==> config.mk <==
export PLATFORM = sky130hd
export DESIGN_NAME = frac_baud_gen
export DESIGN_NICKNAME = d
export VERILOG_FILES = /design/src/rtl/frac_baud_pkg.sv /design/src/rtl/baud_div_regs.sv /design/src/rtl/baud_tick_core.sv /design/src/rtl/frac_baud_gen.sv
export SDC_FILE = /design/constraint.sdc
export NUM_CORES = 1
export LEC_CHECK = 0
export BUFFER_PORTS_ARGS = -buffer_cell sky130_fd_sc_hd__buf_4
export CAP_MARGIN = 20
export CORE_ASPECT_RATIO = 0.75
export CORE_MARGIN = 5
export CORE_UTILIZATION = 55
export CTS_BUF_LIST = sky130_fd_sc_hd__clkbuf_8
export DETAILED_ROUTE_END_ITERATION = 6
export PLACE_DENSITY = 0.88
export SETUP_SLACK_MARGIN = 0.1
export SLEW_MARGIN = 20
export SYNTH_ARGS = -nofsm -noshare
export SYNTH_HDL_FRONTEND = slang
export SYNTH_SLANG_ARGS = --single-unit
==> constraint.sdc <==
create_clock -name clk -period 3.3 [get_ports clk]
set_clock_uncertainty 0.2 [all_clocks]
set_input_delay 0.66 -clock clk [delete_from_list [all_inputs] [get_ports clk]]
set_output_delay 0.66 -clock clk [all_outputs]
set_load 0.005 [all_outputs]
==> src/rtl/frac_baud_pkg.sv <==
package frac_baud_pkg;
  localparam int LO_REG_W  = 16;  // width of the low divisor register
  localparam int D_LO_W    = 8;   // divisor bits held in the low register
  localparam int EXT_W     = 4;   // width of the per-bit extension
  localparam int EXT_LSB   = 12;  // position of the extension field
  localparam int SUBTICKS  = 16;  // oversampling ratio
  localparam int SUB_W     = $clog2(SUBTICKS);

  typedef logic [EXT_W-1:0] ext_t;
  typedef logic [SUB_W-1:0] sub_idx_t;
endpackage

==> src/rtl/baud_div_regs.sv <==
module baud_div_regs
  import frac_baud_pkg::*;
#(
  parameter int DIV_W = 16
) (
  input  logic                clk,
  input  logic                rst_n,
  input  logic                hi_we,
  input  logic [DIV_W-9:0]    hi_wdata,
  input  logic                lo_we,
  input  logic [LO_REG_W-1:0] lo_wdata,
  output logic [DIV_W-1:0]    act_d,
  output ext_t                act_e
);
  localparam int HI_W = DIV_W - D_LO_W;

  logic [HI_W-1:0] stage_hi;
  logic [HI_W-1:0] hi_src;

  // A high write in the same cycle as the low write is honoured
  assign hi_src = hi_we ? hi_wdata : stage_hi;

  always_ff @(posedge clk or negedge rst_n) begin
    if (!rst_n) begin
      stage_hi <= '0;
      act_d    <= '0;
      act_e    <= '0;
    end else begin
      if (hi_we) stage_hi <= hi_wdata;
      if (lo_we) begin
        act_d <= {hi_src, lo_wdata[D_LO_W-1:0]};
        act_e <= lo_wdata[EXT_LSB +: EXT_W];
      end
    end
  end

  AST_HI_STAGED: assert property (@(posedge clk) disable iff (!rst_n)
    (hi_we && !lo_we) |=> ($stable(act_d) && $stable(act_e)));

  AST_LO_COMMIT: assert property (@(posedge clk) disable iff (!rst_n)
    lo_we |=> (act_e == $past(lo_wdata[15:12]) &&
               act_d[D_LO_W-1:0] == $past(lo_wdata[7:0])));
endmodule

==> src/rtl/baud_tick_core.sv <==
module baud_tick_core
  import frac_baud_pkg::*;
#(
  parameter int DIV_W = 16
) (
  input  logic             clk,
  input  logic             rst_n,
  input  logic             restart,
  input  logic [DIV_W-1:0] act_d,
  input  ext_t             act_e,
  output logic             sample_tick,
  output logic             bit_tick
);
  localparam int CW = DIV_W + 1;
  localparam sub_idx_t LAST_SUB = sub_idx_t'(SUBTICKS - 1);

  logic          live;
  logic [CW-1:0] cnt;
  logic [CW-1:0] lim;
  sub_idx_t      idx;
  logic          hit;

  // The first E sub-periods are one clock longer
  assign lim = (idx < act_e) ? (CW'(act_d) + CW'(1)) : CW'(act_d);
  assign hit = live && (cnt == lim);

  always_ff @(posedge clk or negedge rst_n) begin
    if (!rst_n) begin
      live <= 1'b0;
      cnt  <= '0;
      idx  <= '0;
    end else if (restart) begin
      live <= 1'b1;
      cnt  <= '0;
      idx  <= '0;
    end else if (!live) begin
      live <= 1'b1;
    end else if (hit) begin
      cnt  <= '0;
      idx  <= idx + sub_idx_t'(1);
    end else begin
      cnt  <= cnt + CW'(1);
    end
  end

  assign sample_tick = hit;
  assign bit_tick    = hit && (idx == LAST_SUB);

  AST_LOAD_RESTART: assert property (@(posedge clk) disable iff (!rst_n)
    restart |=> !bit_tick);

  AST_BIT_SINGLE: assert property (@(posedge clk) disable iff (!rst_n)
    bit_tick |=> !bit_tick);

  AST_SUB_WRAP: assert property (@(posedge clk) disable iff (!rst_n)
    (bit_tick && !restart) |=> (idx == '0));
endmodule

==> src/rtl/frac_baud_gen.sv <==
module frac_baud_gen
  import frac_baud_pkg::*;
#(
  parameter int DIV_W = 16
) (
  input  logic                clk,
  input  logic                rst_n,
  input  logic                div_hi_we,
  input  logic [DIV_W-9:0]    div_hi_wdata,
  input  logic                div_lo_we,
  input  logic [LO_REG_W-1:0] div_lo_wdata,
  output logic                sample_tick,
  output logic                bit_tick
);
  logic [DIV_W-1:0] act_d;
  ext_t             act_e;

  baud_div_regs #(.DIV_W(DIV_W)) u_regs (
    .clk      (clk),
    .rst_n    (rst_n),
    .hi_we    (div_hi_we),
    .hi_wdata (div_hi_wdata),
    .lo_we    (div_lo_we),
    .lo_wdata (div_lo_wdata),
    .act_d    (act_d),
    .act_e    (act_e)
  );

  baud_tick_core #(.DIV_W(DIV_W)) u_core (
    .clk         (clk),
    .rst_n       (rst_n),
    .restart     (div_lo_we),
    .act_d       (act_d),
    .act_e       (act_e),
    .sample_tick (sample_tick),
    .bit_tick    (bit_tick)
  );

  // Independent period watch: cycles since the last bit tick or load
  localparam int PW = DIV_W + 6;
  logic [PW-1:0] per_cnt;
  logic [PW-1:0] per_total;

  assign per_total = ((PW'(act_d) + PW'(1)) << SUB_W) + PW'(act_e);

  always_ff @(posedge clk or negedge rst_n) begin
    if (!rst_n)                                       per_cnt <= '0;
    else if (div_lo_we || bit_tick || per_cnt == '0) per_cnt <= PW'(1);
    else                                              per_cnt <= per_cnt + PW'(1);
  end

  AST_BIT_PERIOD: assert property (@(posedge clk) disable iff (!rst_n)
    bit_tick |-> (per_cnt == per_total));
endmodule

## After elaboration in Yosys (flattened, before gate mapping)

Index checks and enable logic that the tools add are counted.

| word-level totals | value |
|---|---|
| register bits | 50 |
| output and inout bits | 2 |

| cells by class | value |
|---|---|
| add/subtract/negate cells | 3 |
| $lt $le $gt $ge | 1 |
| equal/unequal tests | 2 |
| mux-type cells | 8 |
| reduce and logical (&&, ||, !) cells | 5 |

Operators by type and width:

| operator | count |
|---|---|
| two-way mux 17 bit | 4 |
| adder 16 x 1 -> 17 bit, second input constant | 1 |
| adder 17 x 1 -> 17 bit, second input constant | 1 |
| == test 17 bit | 1 |
| two-way mux 4 bit | 3 |
| two-way mux 8 bit | 1 |
| adder 4 x 1 -> 4 bit, second input constant | 1 |
| == test 4 bit, second input constant | 1 |
| less-than comparator 4 bit | 1 |
| nonzero test 2 bit | 2 |
| logical AND 1 bit | 2 |
| AND reduction 2 bit | 1 |

## Logic depth before layout (Yosys ltp)

Gate-level depths: netlist of the first run.

| depth | value |
|---|---|
| word-level depth | 7 |
| gate-level depth with buffers | 10 |

## By module

A second synthesis of the first run with hierarchy kept.

| unflattened totals | value |
|---|---|
| cells, all modules | 282 |
| area, all modules | 3040.4 sq um |

Modules (own cells, without submodules):

| module | times used | cells an instance | area an instance (sq um) |
|---|---|---|---|
| baud_tick_core | 1 | 223 | 1943.1 |
| baud_div_regs | 1 | 59 | 1097.3 |

## Least setup slack after synthesis of the first run

No wires, ideal clock.

| timing | value |
|---|---|
| kind | flip-flop to output port |
| from | register u_core.idx[1] |
| to | output port bit_tick |
| data arrival time | 2925 ps |
| slack | -485 ps |
| stages on the path, launching flop included | 9 |
| cell sequence | dfrtp_1 -> ha_1 -> or3b_4 -> a211oi_4 -> nand3_2 -> or3_1 -> a2111o_1 -> or3_1 -> nor4_1 |

| between the ends | value |
|---|---|
| word-level cells in the longest chain between the ends | 5 |

RTL lines:

| what | RTL line | source |
|---|---|---|
| from (decl) | baud_tick_core.sv:20 | `sub_idx_t idx;` |
| from (signal assigned) | baud_tick_core.sv:40 | `idx <= idx + sub_idx_t'(1);` |
| less-than comparator 4 bit | baud_tick_core.sv:24 | `assign lim = (idx < act_e) ? (CW'(act_d) + CW'(1)) : CW'(act_d);` |
| two-way mux 17 bit | baud_tick_core.sv:24 |  |
| == test 17 bit | baud_tick_core.sv:25 | `assign hit = live && (cnt == lim);` |
| logical AND 1 bit | baud_tick_core.sv:25 |  |
| logical AND 1 bit (*) | baud_tick_core.sv:47 | `assign bit_tick = hit && (idx == LAST_SUB);` |
| to (decl) | frac_baud_gen.sv:13 | `output logic bit_tick` |

Every way passes the cells marked *; elsewhere a longest branch is shown, timed or not.

## Final worst setup path of the first run

Same ends and word-level chain as after synthesis.

==> flow_metrics.env, run 1 <==
export IMPL_worst_slack_ns=-0.7292
export IMPL_clk_transition_reported_paths_ns=0.10
export IMPL_chipWidth_um=95.66
export IMPL_path_max_fanout=3
export IMPL_setup_viol=3
export IMPL_clock_sinks=50
export IMPL_async_flop_share=1.000
export IMPL_synth_seq_area_share=0.4134
export IMPL_grt_max_degree=51
export IMPL_yosysUniqueCellTypes=57
export IMPL_gp_congestion=0.9577
export IMPL_synth_main_ff_cell="dfrtp_1"
export IMPL_insertion_delay_ns=0.31
export IMPL_cts_htree_levels=2
export IMPL_wirelength_um=7407
export IMPL_hold_buffers=0
export IMPL_die_y_um=74.25
export IMPL_drv_slew=0
export IMPL_slew_headroom=0.5819
export IMPL_hp_class="in -> async"
export IMPL_p_total_mw=1.407
export IMPL_multiInputGateArea_um2=1804
export IMPL_post_route_util=0.7050
export IMPL_worstPathArrival_ns=3.17
export IMPL_syn_to_final_growth_pct=24.68
export IMPL_grt_pass1_vias=2544
export IMPL_track_usage=0.2204
export IMPL_intPower_mw=0.9930
export IMPL_final_cells=454
export IMPL_coreArea_um2=5353
export IMPL_outcome="complete, but fails checks"
export IMPL_antenna_found_initial=0
export IMPL_vias=2634
export IMPL_clock_fmax_ghz=0.2482
export IMPL_cts_buffers=5
export IMPL_fin_tns_setup_ns=-1.409
export IMPL_maxCapViolations=0
export IMPL_critPathRequiredTime_ns=2.44
export IMPL_layout_common_cells="buf_4, nor2_1, dfrtp_1"
export IMPL_nets=412
export IMPL_avgSynthCellArea_um2=9.458
export IMPL_cellLeakagePower_nw=1.644
export IMPL_hold_ws_ns=0.1452
export IMPL_fin_crit_sh=1.221
export IMPL_switching_power_mw=0.4144
export IMPL_drive_gt1_frac=0.3034
export IMPL_dr_pass1_iters=4
export IMPL_root_buffer="clkbuf_8"
export IMPL_port_buffers=25
export IMPL_seqCellArea_um2=1251
export IMPL_clkPwrFrac=0.289
export IMPL_seq_power_share=0.493
export IMPL_p_per_area_nw_per_um2=373.0
export IMPL_grt_overflow_total=0
export IMPL_critical_path_class="reg -> out"
export IMPL_hold_violations=0
export IMPL_die_area_um2=7102
export IMPL_synth_edf_count=0
export IMPL_p_sw_frac=0.2944
export IMPL_clock_path_buffers=2
export IMPL_critical_path_endpoint_type="output pin"
export IMPL_rsz0062_at_grt="true"
export IMPL_mostFrequentLayoutCell="buf_4"
export IMPL_min_period_ns=4.029
export IMPL_syn_cell_area_um2=3027
export IMPL_start_util=0.5655
export IMPL_synth_seq_cells=50
export IMPL_viasPerCell=5.802
export IMPL_cts_tree="done"
export IMPL_final_fill_count=418
export IMPL_violations="setup timing"
export IMPL_synth_warnings=0
export IMPL_place_inst=440
export IMPL_hpwl_um=5288
export IMPL_row_count=23
export IMPL_p_comb_frac=0.218
export IMPL_syn_num_nets=354
export IMPL_drc=0
export IMPL_antenna_cells=0
export IMPL_ir_drop_mv=0.3141
export IMPL_cp_start_kind="flip-flop"
export IMPL_drtIter0Drc=199
export IMPL_wire_per_inst_um=16.31
export IMPL_pin_count=30
export IMPL_grt_pass1_wl_um=12050
export IMPL_postSynthCellCount=320
export IMPL_ant_nets=0
export IMPL_tightest_slew_ns=0.6271
## kinds of logic (layout without fill, tap and decap cells)
group,after synthesis,in the layout,synth area share
mux,21,21,0.07854
xor+xnor,32,32,0.09756
other cells,1,1,0.001239
buf+inv,23,82,0.02976
flops,50,50,0.4134
compound gates,45,45,0.1178
fa+ha+maj,6,6,0.02480
simple gates,142,142,0.2369
## sequential cells by signal, indices dropped and copies added (netlist names)
name / flops
u_regs.act_d: 16
u_regs.act_e: 4
u_core.live: 1
u_regs.stage_hi: 8
u_core.cnt: 17
u_core.idx: 4
## stage by stage
stage / worst slack (ns) / cell area, um^2
after floorplan: -0.1629 / 3055
after global placement: -0.3618 / 3525
after detailed placement: -0.4048 / 3525
after CTS: -0.6707 / 3717
after global routing: -0.7784 / 3774
final: -0.7292 / 3774
## power groups by stage
stage	logic, mW	registers [mW]	clock network (mW)
floorplan	0.175	0.697	0
detailed placement	0.287	0.704	0
finish	0.307	0.693	0.407
global placement	0.273	0.701	0
global route	0.336	0.699	0.442
CTS	0.298	0.693	0.417
## synth_stat cells (3+ instances only)
library cell,number,area [um^2]
xor2_1,16,140.1
ha_1,6,75.07
o211ai_1,5,37.54
nor4_1,8,50.05
nor3_1,7,35.03
a31oi_1,3,18.77
mux2_2,18,202.7
o2111ai_1,3,26.28
o31ai_1,3,22.52
nand3_1,8,40.04
a21oi_1,3,15.01
o21ai_0,9,45.04
nor2_1,55,206.5
or3_1,4,25.02
xnor2_1,15,131.4
nand2_1,29,108.9
clkbuf_1,9,33.78
nor2b_1,3,18.77
nand4_1,6,37.54
inv_1,12,45.04
dfrtp_1,50,1251
## routing by layer
layer  part of all wire  global-route usage  vias to the layer above
li1                   -                   -                     1268
met1               0.45              0.2934                     1264
met2               0.47              0.3675                       92
met3              0.065             0.04044                       10
met4              0.012             0.07098                        0
met5                  0                   0                        -
## repair_timing
action                     4_1_cts  5_1_grt
pin swaps                        5        3
setup endpoints to repair       11       23
buffers inserted                 4        2
cloned                           1        0
gates resized for setup         13        9
## path summary, 6_finish.rpt
kind,cells after the start,startpoint,end,slack (ns)
min reg2reg,1,u_regs.stage_hi[5],u_regs.stage_hi[5],0.31
max reg2reg,8,u_core.idx[1],u_core.idx[3],-0.01
min,1,rst_n,u_regs.act_e[2],0.15
max,9,u_core.idx[1],bit_tick,-0.73
max in group asynchronous,1,rst_n,u_regs.stage_hi[5],2.31
min in group clk,1,u_regs.stage_hi[5],u_regs.stage_hi[5],0.31
## cell type report
type	count	area share
Tap cell	75	0.02487
Sequential cell	50	0.3316
Clock inverter	1	0.002321
Clock buffer	7	0.02553
Timing Repair Buffer	62	0.1257
Inverter	12	0.01194
Multi-Input combinational cell	247	0.4781
## critical path, stage by stage (launching register included)
cell and delay, ns:
dfrtp_1 0.40, ha_2 0.20, or3b_4 0.41, a211oi_4 0.30, nand3_2 0.11, or3_4 0.35
a2111o_1 0.39, or3_4 0.42, nor4_4 0.13, buf_4 0.15
Power figures use the tool's default switching activity.
==> run 2: changes to the inputs <==
Settings changed: SYNTH_HIERARCHICAL set to 1.
==> run 2 against run 1 <==
Against the previous run: the flow still finishes with violations (setup timing); critical path type unchanged; sequential share of layout area shrank 0.26 points; area after synthesis rose by 0.45%; register-to-register slack worse by 0.21 ns; routed wire length shrank 2.4%; highest routed layer unchanged; largest cell class unchanged.
==> flow_metrics.env, run 2 <==
export IMPL_critical_path_class="reg -> out"
export IMPL_grt_pass1_vias=2450
export IMPL_p_comb_frac=0.222
export IMPL_root_buffer="clkbuf_8"
export IMPL_synth_warnings=6
export IMPL_path_max_fanout=4
export IMPL_final_cells=421
export IMPL_synth_seq_area_share=0.4115
export IMPL_violations="setup timing"
export IMPL_drv_slew=0
export IMPL_maxCapViolations=0
export IMPL_synth_area_top_cells="dfrtp_1, mux2_4, xnor2_1, xor2_1, mux2_2"
export IMPL_nets=379
export IMPL_synth_top_area_share=0.4115
export IMPL_timing_rr_start="u_regs/act_e[1]"
export IMPL_post_route_util=0.7106
export IMPL_grt_max_degree=51
export IMPL_layout_common_cells="buf_4, dfrtp_1, nand2_1"
export IMPL_async_flop_share=1.000
export IMPL_p_per_area_nw_per_um2=385.4
export IMPL_clock_fmax_ghz=0.2522
export IMPL_place_inst=405
export IMPL_postSynthCellCount=282
export IMPL_pin_count=30
export IMPL_clock_path_buffers=2
export IMPL_fin_tns_setup_ns=-4.320
export IMPL_grt_overflow_total=0
export IMPL_hold_violations=0
export IMPL_rsz0062_at_grt="true"
export IMPL_crit_start="u_regs/act_e[1]"
export IMPL_setup_viol=18
export IMPL_coreArea_um2=5353
export IMPL_die_area_um2=7130
export IMPL_wire_per_inst_um=17.16
export IMPL_synth_seq_cells=50
export IMPL_cellLeakagePower_nw=1.690
export IMPL_clk_transition_reported_paths_ns=0.10
export IMPL_hold_ws_ns=0.1513
export IMPL_r2r_setup_slack_ns=-0.22
export IMPL_wirelength_um=7226
export IMPL_cts_htree_levels=2
export IMPL_largest_register="u_core/cnt"
export IMPL_cts_buffers=5
export IMPL_worst_slack_ns=-0.6649
export IMPL_outcome="complete, but fails checks"
export IMPL_hpwl_um=5142
export IMPL_row_count=23
export IMPL_insertion_delay_ns=0.31
export IMPL_avgSynthCellArea_um2=10.78
export IMPL_cp_start_kind="flip-flop"
export IMPL_mostFrequentLayoutCell="buf_4"
export IMPL_intPower_mw=1.057
export IMPL_p_total_mw=1.466
export IMPL_drive_gt1_frac=0.3699
export IMPL_clock_sinks=50
export IMPL_cts_tree="done"
export IMPL_chipWidth_um=95.85
export IMPL_syn_cell_area_um2=3040
export IMPL_vias=2467
export IMPL_yosysTopAreaCell="dfrtp_1"
export IMPL_port_buffers=25
export IMPL_tightest_slew_ns=0.6029
export IMPL_antenna_cells=0
export IMPL_antenna_found_initial=0
export IMPL_track_usage=0.2099
export IMPL_top_regs="u_core/cnt (17), u_regs/act_d (16), u_regs/stage_hi (8)"
export IMPL_clkPwrFrac=0.304
export IMPL_slew_headroom=0.5981
export IMPL_worstPathArrival_ns=3.10
export IMPL_synth_main_ff_cell="dfrtp_1"
export IMPL_synth_common_cells="dfrtp_1, nand2_1, xnor2_1"
export IMPL_ant_nets=0
export IMPL_p_sw_frac=0.2790
export IMPL_seq_power_share=0.475
export IMPL_synth_edf_count=0
export IMPL_hp_class="in -> async"
export IMPL_drc=0
export IMPL_yosysUniqueCellTypes=57
export IMPL_min_period_ns=3.965
export IMPL_die_y_um=74.39
export IMPL_ir_drop_mv=0.2540
export IMPL_critPathRequiredTime_ns=2.44
export IMPL_start_util=0.5680
export IMPL_dr_pass1_iters=5
export IMPL_viasPerCell=5.860
export IMPL_syn_num_nets=316
export IMPL_critical_path_endpoint_type="output pin"
export IMPL_grt_pass1_wl_um=11540
export IMPL_drtIter0Drc=238
export IMPL_synth_most_common_cell="dfrtp_1"
export IMPL_switching_power_mw=0.4090
export IMPL_syn_to_final_growth_pct=25.10
export IMPL_fin_crit_sh=1.201
export IMPL_largest_reg_flops=17
export IMPL_gp_congestion=1.011
==> run 2: cell count changes after synthesis, sizes merged, moves of 5 or more <==
cell	previous run	this run
o21ai	9	4
nor2	55	24
mux2	19	31
nand2	29	23
buf	2	7
inv	12	7
clkbuf	9	1
and3	2	9
==> run 2: final timing paths <==
kind / end / depth (start not counted)
worst max-delay path: bit_tick / 10
worst min-delay path: u_regs/stage_hi[4] / 1
worst max register to register: u_core/cnt[9] / 13
worst min register to register: u_regs/stage_hi[7] / 1
max in group asynchronous: u_regs/act_d[6] / 1
min in group clk: u_regs/stage_hi[7] / 1
==> run 2: power by group through the flow <==
stage | Sequential (mW) | Clock [mW] | Combinational [mW]
finish | 0.696 | 0.445 | 0.325
global route | 0.703 | 0.483 | 0.350
detailed placement | 0.707 | 0 | 0.294
floorplan | 0.699 | 0 | 0.187
global placement | 0.703 | 0 | 0.281
CTS | 0.696 | 0.454 | 0.307
==> run 2: routing by layer <==
layer  up-vias  wire length (um)  track usage
met5         -                 0            0
met3        20               470      0.05662
met2        80              3472       0.3513
li1       1142                 -            -
met4         0               131      0.05521
met1      1225              3152       0.2719
==> run 2: cell families after synthesis <==
group	after synthesis	synth area share
adders and majority gates	6	0.02469
buffers and inverters	15	0.02675
other	1	0.001233
DFF	50	0.4115
AOI/OAI and AO/OA	32	0.08272
and+or+nand+nor	110	0.2115
muxes	32	0.1379
xor gates and xnor gates	36	0.1037
==> run 2: layout make-up <==
class | instances | area [um^2]
Tap cell | 75 | 93.84
Inverter | 7 | 26.28
Clock inverter | 3 | 47.55
Timing Repair Buffer | 64 | 521.8
Multi-Input combinational cell | 217 | 1794
Sequential cell | 50 | 1251
Fill cell | 409 | 1549
Clock buffer | 5 | 68.82
==> run 2: repair_timing <==
item                                    in CTS  in global routing
gates resized for setup                      7                  8
pin swaps                                    3                  1
hold buffers                                 0                  0
endpoints found under the hold margin        0                  0
gates cloned                                 0                  1
endpoints found under the setup margin      23                 23
setup buffers                                2                  5
==> run 2: stage by stage <==
| stage | area [um^2] | setup WS [ns] |
|---|---|---|
| after floorplan | 3055 | -0.2082 |
| after global placement | 3527 | -0.2049 |
| after detailed placement | 3527 | -0.2827 |
| after CTS | 3700 | -0.6519 |
| after global routing | 3804 | -0.8246 |
| final | 3804 | -0.6649 |
==> run 2: critical path: stages, from the launching register on <==
cell and delay, ns:
dfrtp_1 0.36, inv_1 0.05, ha_1 0.28, o211ai_1 0.27, o21ai_2 0.12, or4_1 0.52
a22o_1 0.24, or4_4 0.45, nor4_4 0.18, and4_1 0.22, buf_4 0.10
